**src/rtl/adc_seq_pkg.sv**
```systemverilog
package adc_seq_pkg;
  typedef enum logic [1:0] {
    ST_WAKE = 2'd0,
    ST_IDLE = 2'd1,
    ST_BUSY = 2'd2
  } seq_state_e;
endpackage

```
**src/rtl/adc_req_sync.sv**
```systemverilog
// Synchronizes the request and carries the mode select alongside it,
// so the mode seen at start matches the first edge sampling the request.
module adc_req_sync #(
  parameter int STAGES = 2
) (
  input  logic clk_i,
  input  logic rst_ni,
  input  logic conv_ni,
  input  logic bipolar_i,
  output logic req_low_o,
  output logic mode_o
);
  logic [STAGES-1:0] req_q;
  logic [STAGES-1:0] mode_q;

  always_ff @(posedge clk_i or negedge rst_ni) begin
    if (!rst_ni) begin
      req_q  <= '1;
      mode_q <= '0;
    end else begin
      req_q  <= {req_q[STAGES-2:0], conv_ni};
      mode_q <= {mode_q[STAGES-2:0], bipolar_i};
    end
  end

  assign req_low_o = ~req_q[STAGES-1];
  assign mode_o    = mode_q[STAGES-1];
endmodule

```
**src/rtl/adc_wake_timer.sv**
```systemverilog
module adc_wake_timer #(
  parameter int WAKE_CYCLES = 1536
) (
  input  logic clk_i,
  input  logic rst_ni,
  output logic done_o
);
  localparam int CNT_W = $clog2(WAKE_CYCLES);
  localparam logic [CNT_W-1:0] LAST = CNT_W'(WAKE_CYCLES - 1);

  logic [CNT_W-1:0] cnt_q;
  logic             awake_q;

  always_ff @(posedge clk_i or negedge rst_ni) begin
    if (!rst_ni) begin
      cnt_q   <= '0;
      awake_q <= 1'b0;
    end else if (!awake_q) begin
      if (cnt_q == LAST) awake_q <= 1'b1;
      else               cnt_q   <= cnt_q + 1'b1;
    end
  end

  assign done_o = !awake_q && (cnt_q == LAST);
endmodule

```
**src/rtl/adc_conv_ctrl.sv**
```systemverilog
module adc_conv_ctrl
  import adc_seq_pkg::*;
#(
  parameter int CONV_LEN = 79
) (
  input  logic clk_i,
  input  logic rst_ni,
  input  logic wake_done_i,
  input  logic req_low_i,
  input  logic mode_i,
  output logic rdy_no,
  output logic done_o,
  output logic mode_q_o
);
  localparam int CNT_W = $clog2(CONV_LEN);
  localparam logic [CNT_W-1:0] LAST = CNT_W'(CONV_LEN - 1);

  seq_state_e       state_q;
  logic [CNT_W-1:0] cnt_q;
  logic             mode_q;

  assign done_o = (state_q == ST_BUSY) && (cnt_q == LAST);

  always_ff @(posedge clk_i or negedge rst_ni) begin
    if (!rst_ni) begin
      state_q <= ST_WAKE;
      cnt_q   <= '0;
      mode_q  <= 1'b0;
    end else begin
      unique case (state_q)
        ST_WAKE: if (wake_done_i) state_q <= ST_IDLE;
        ST_IDLE: if (req_low_i) begin
          state_q <= ST_BUSY;
          cnt_q   <= '0;
          mode_q  <= mode_i;
        end
        ST_BUSY: begin
          if (done_o) begin
            state_q <= ST_IDLE;
            cnt_q   <= '0;
          end else begin
            cnt_q <= cnt_q + 1'b1;
          end
        end
        default: state_q <= ST_WAKE;
      endcase
    end
  end

  // ready is low only while waiting for a request after a result
  assign rdy_no   = (state_q != ST_IDLE);
  assign mode_q_o = mode_q;
endmodule

```
**src/rtl/adc_result_fmt.sv**
```systemverilog
module adc_result_fmt #(
  parameter int DATA_W      = 16,
  parameter bit SRC_COUNTER = 1'b0
) (
  input  logic              clk_i,
  input  logic              rst_ni,
  input  logic              load_i,
  input  logic              bipolar_i,
  input  logic [DATA_W-1:0] raw_i,
  output logic [DATA_W-1:0] result_o
);
  logic [DATA_W-1:0] raw_sel;
  logic [DATA_W-1:0] fmt;

  generate
    if (SRC_COUNTER) begin : g_cnt_src
      logic [DATA_W-1:0] seq_q;
      always_ff @(posedge clk_i or negedge rst_ni) begin
        if (!rst_ni)     seq_q <= '0;
        else if (load_i) seq_q <= seq_q + 1'b1;
      end
      assign raw_sel = seq_q;
    end else begin : g_pin_src
      assign raw_sel = raw_i;
    end
  endgenerate

  // offset binary to two's complement: invert the sign bit
  assign fmt = bipolar_i ? {~raw_sel[DATA_W-1], raw_sel[DATA_W-2:0]} : raw_sel;

  always_ff @(posedge clk_i or negedge rst_ni) begin
    if (!rst_ni)     result_o <= '0;
    else if (load_i) result_o <= fmt;
  end
endmodule

```
**src/rtl/adc_conv_seq.sv**
```systemverilog
module adc_conv_seq #(
  parameter int DATA_W      = 16,
  parameter int WAKE_CYCLES = 1536,
  parameter int HOLD_PERIOD = 80,
  parameter int SYNC_STAGES = 2,
  parameter bit SRC_COUNTER = 1'b0
) (
  input  logic              clk_i,
  input  logic              rst_ni,
  input  logic              conv_ni,
  input  logic              bipolar_i,
  input  logic [DATA_W-1:0] raw_i,
  output logic              rdy_no,
  output logic [DATA_W-1:0] result_o
);
  // one idle cycle between back-to-back conversions
  localparam int CONV_LEN = HOLD_PERIOD - 1;

  logic req_low;
  logic mode_s;
  logic wake_done;
  logic conv_done;
  logic mode_q;

  adc_req_sync #(.STAGES(SYNC_STAGES)) u_sync (
    .clk_i     (clk_i),
    .rst_ni    (rst_ni),
    .conv_ni   (conv_ni),
    .bipolar_i (bipolar_i),
    .req_low_o (req_low),
    .mode_o    (mode_s)
  );

  adc_wake_timer #(.WAKE_CYCLES(WAKE_CYCLES)) u_wake (
    .clk_i  (clk_i),
    .rst_ni (rst_ni),
    .done_o (wake_done)
  );

  adc_conv_ctrl #(.CONV_LEN(CONV_LEN)) u_ctrl (
    .clk_i       (clk_i),
    .rst_ni      (rst_ni),
    .wake_done_i (wake_done),
    .req_low_i   (req_low),
    .mode_i      (mode_s),
    .rdy_no      (rdy_no),
    .done_o      (conv_done),
    .mode_q_o    (mode_q)
  );

  adc_result_fmt #(.DATA_W(DATA_W), .SRC_COUNTER(SRC_COUNTER)) u_fmt (
    .clk_i     (clk_i),
    .rst_ni    (rst_ni),
    .load_i    (conv_done),
    .bipolar_i (mode_q),
    .raw_i     (raw_i),
    .result_o  (result_o)
  );
endmodule

```
**config.mk**
```make
export PLATFORM = sky130hd
export DESIGN_NAME = adc_conv_seq
export DESIGN_NICKNAME = d
export VERILOG_FILES = /design/src/rtl/adc_seq_pkg.sv /design/src/rtl/adc_req_sync.sv /design/src/rtl/adc_wake_timer.sv /design/src/rtl/adc_conv_ctrl.sv /design/src/rtl/adc_result_fmt.sv /design/src/rtl/adc_conv_seq.sv
export SDC_FILE = /design/constraint.sdc
export NUM_CORES = 1
export LEC_CHECK = 0
export BUFFER_PORTS_ARGS = -buffer_cell sky130_fd_sc_hd__buf_2
export CORE_MARGIN = 4
export CORE_UTILIZATION = 55
export DETAILED_ROUTE_END_ITERATION = 12
export GPL_ROUTABILITY_DRIVEN = 0
export PLACE_DENSITY = 0.8
export SYNTH_ARGS = -nofsm -noshare
export SYNTH_HDL_FRONTEND = slang
export SYNTH_SLANG_ARGS = --single-unit
```
**constraint.sdc**
```tcl
create_clock -name clk_i -period 3.7 [get_ports clk_i]
set_clock_uncertainty 0.1 [all_clocks]
set_input_delay 0.185 -clock clk_i [delete_from_list [all_inputs] [get_ports clk_i]]
set_output_delay 0.185 -clock clk_i [all_outputs]
set_load 0.005 [all_outputs]
```
==> results.py <==
metrics = {
    "logic_synthesis": {
        "synthXorXnorAreaFrac_pct": 5.34,
        "synth.most_common_cell": "dfrtp_1",
        "syn_inst": 150,
        "synth_top_area_share_pct": 55.5,
        "synth_common_cells": "40 x dfrtp_1, 17 x mux2_2, 16 x nand2_1, 11 x nand3_1, 8 x nor2_1",
        "synth_simple_gate_area_share_pct": 15.7,
        "syn-mean-instance-area_um2": 12.0,
        "yosys.area.top_type": "dfrtp_1",
        "ys_seq_elements": 42,
        "ys.flop_type": "dfrtp_1",
        "yosys.cell_types.count": 31,
        "synth_top_family_by_area": "simple AND/OR/NAND/NOR gates",
        "synthArstFlopShare_pct": 100,
        "synth_compound_area_share_pct": 5.69,
        "netlist_top_cells_area": "dfrtp_1 55%, mux2_2 11%, nand2_1 3.3%",
        "synth_edf_count": 0,
        "synth-adder-area-share_pct": 2.08,
        "synth_warnings": 0,
        "synth-seq-area-share_pct": 58.4,
        "synth_area_um2": 1800,
        "synthMuxAreaShare_pct": 11.4,
        "syn_nets": 173,
    },
    "cts": {
        "cts_buffers": 5,
        "cts_hold_buf": 18,
        "cts_num_sinks": 42,
        "cts_setup_buffers": 0,
        "cts_max_path_buffers": 2,
        "clk_latency_ns": 0.35,
        "cts_tree": "yes",
        "ctsResizeCount": 0,
        "cts-htree-levels": 2,
        "cts-root-buf": "clkbuf_4",
        "clk_pin_slew_ns": 0.12,
    },
    "pwr": {
        "p_per_area_nw_per_um2": 358,
        "power_w": 0.000816,
        "irDropWorstVdd_v": 0.000256,
        "p_leak_nw": 1.07,
    },
    "sta": {
        "setup-violations-final": 0,
        "drv_slew": 0,
        "slew_headroom_pct": 41.3,
        "worst_slew_pin_slew_ns": 0.870,
        "fin_setup_tns_ns": 0,
        "finalCriticalPeriod_ns": 2.07,
        "rsz0062_at_grt": "false",
        "hold_violations": 0,
        "fmax_mhz": 482,
        "min_period_over_period_pct": 56.0,
    },
    "setup_path": {
        "worstPathRequired_ns": 3.84,
        "cp-end-kind": "register",
        "critPathKind": "reg -> reg",
        "critPathArrivalTime_ns": 2.21,
        "critPathMaxFanout": 20,
        "cp-start-kind": "register",
    },
    "cells_and_area": {
        "final_nets": 231,
        "diodes": 0,
        "drive_gt1_share_pct": 32.1,
        "fill_cells": 229,
        "area_growth_pct": 26.4,
    },
    "status": {
        "outcome": "finished, final reports clean",
    },
    "route": {
        "num_vias": 1319,
        "drtIter0Drc": 50,
        "ant_nets": 0,
        "wirelength_um": 3590,
        "route.detailed.drc": 0,
        "drt-wirelength-per-cell_um": 14.2,
        "first_pass_iters": 6,
        "viasPerCell": 5.21,
    },
    "place": {
        "port_buffers": 36,
        "place_hpwl_um": 2430,
    },
    "grt": {
        "gr-total-overflow": 0,
        "grt_pass1_vias": 1342,
        "grt_usage_pct": 18.9,
        "grt_antenna_before_repair": 0,
        "grt_first_pass_wirelength_um": 6000,
        "grt_max_degree": 43,
    },
    "worst_hold_path": {
        "hold_class": "in -> reg",
    },
    "floorplanning": {
        "start_util_pct": 58.1,
        "design.portCount": 37,
        "die_h_um": 65.3,
        "die-area_um2": 4260,
        "core_um2": 3100,
        "fp-row-count": 20,
        "fp.dieW_um": 65.3,
    },
    "run": {
        "max-cap-violations": 0,
    },
}
==> worst max-delay path, stage by stage, from the launching register on <==
cell and delay, ns:
dfrtp_1 0.44, inv_1 0.07, ha_1 0.13, nand2_1 0.07, nor4_1 0.17, nand2_1 0.51
mux2_2 0.47
==> power breakdown <==
| group | internal, W | switching, W | leakage (nW) |
|---|---|---|---|
| sequential | 0.000471 | 0.00000561 | 0.524 |
| clock | 0.000143 | 0.000144 | 0.0395 |
| combinational | 0.0000316 | 0.0000208 | 0.509 |
==> per-stage QoR <==
step | worst slack, ns | cell area (um2) | hold slack (ns) | utilization, % | std cells
finish | 1.63 | 2280 | 0.147 | 73.5 | 253
global route | 1.47 | 2280 | 0.166 | 73.5 | 253
CTS | 1.62 | 2280 | 0.124 | 73.5 | 253
detailed placement | 1.64 | 2030 | 0.195 | 65.3 | 227
global placement | 1.76 | 2030 | 0.195 | 65.3 | 227
floorplan | 2.03 | 1800 | -0.211 | - | 150
==> cells by family after synthesis <==
kind of cell,Yosys count
flops,42
mux,18
fa+ha+maj,3
compound gates,15
simple gates,55
buf+inv,6
xor+xnor,11
==> area by class of cell <==
class / count / area (um2) / area share, %
inverters: 3 / 11.3 / 0.494
well taps: 44 / 55.1 / 2.41
clock buffers: 7 / 45.0 / 1.97
clock inverters: 1 / 30.0 / 1.32
multi-input cells: 102 / 726 / 31.8
repair buffers: 54 / 360 / 15.8
flip-flops and latches: 42 / 1050 / 46.2
==> registers in the layout (all words and copies together), names as in the netlist <==
register / flops
u_wake.cnt_q: 11
u_sync.req_q: 2
u_ctrl.state_q: 2
u_sync.mode_q: 2
u_wake.awake_q: 1
u_fmt.result_o: 16
u_ctrl.cnt_q: 7
u_ctrl.mode_q_o: 1
==> per-layer routing <==
layer | global-route usage [%] | vias up | wire, um
met4 | 6.22 | 0 | 38
met3 | 7.01 | 3 | 172
li1 | - | 630 | -
met1 | 22.5 | 658 | 1490
met2 | 31.7 | 28 | 1890
met5 | 0 | - | 0
==> worst paths after layout <==
| path | from | endpoint | slack, ns | cells after the start |
|---|---|---|---|---|
| setup / recovery | u_ctrl.cnt_q[0] | u_fmt.result_o[14] | 1.63 | 6 |
| hold / removal | raw_i[15] | u_fmt.result_o[15] | 0.15 | 3 |
| setup reg to reg | u_ctrl.cnt_q[0] | u_fmt.result_o[14] | 1.63 | 6 |
| hold reg to reg | u_sync.req_q[0] | u_sync.req_q[1] | 0.26 | 0 |
| max in group asynchronous | rst_ni | u_ctrl.state_q[0] | 2.56 | 2 |
| min in group asynchronous | rst_ni | u_wake.cnt_q[10] | 0.38 | 2 |
==> cells in the final DEF, fill, tap and decap left out, drive strengths merged, types with 3 or more instances in the layout <==
cell type | netlist | layout
nand2b | 3 | 3
or3 | 3 | 3
mux2 | 18 | 18
dlygate4sd3 | 0 | 18
nor2b | 3 | 3
inv | 3 | 3
nand3 | 12 | 12
xor2 | 6 | 6
nor2 | 8 | 8
xnor2 | 5 | 5
clkbuf | 1 | 7
and3 | 4 | 4
ha | 3 | 3
a21oi | 5 | 5
nand2 | 16 | 16
buf | 2 | 36
o21ai | 5 | 5
dfrtp | 40 | 40
No activity file was read; power rests on OpenSTA's default activity.
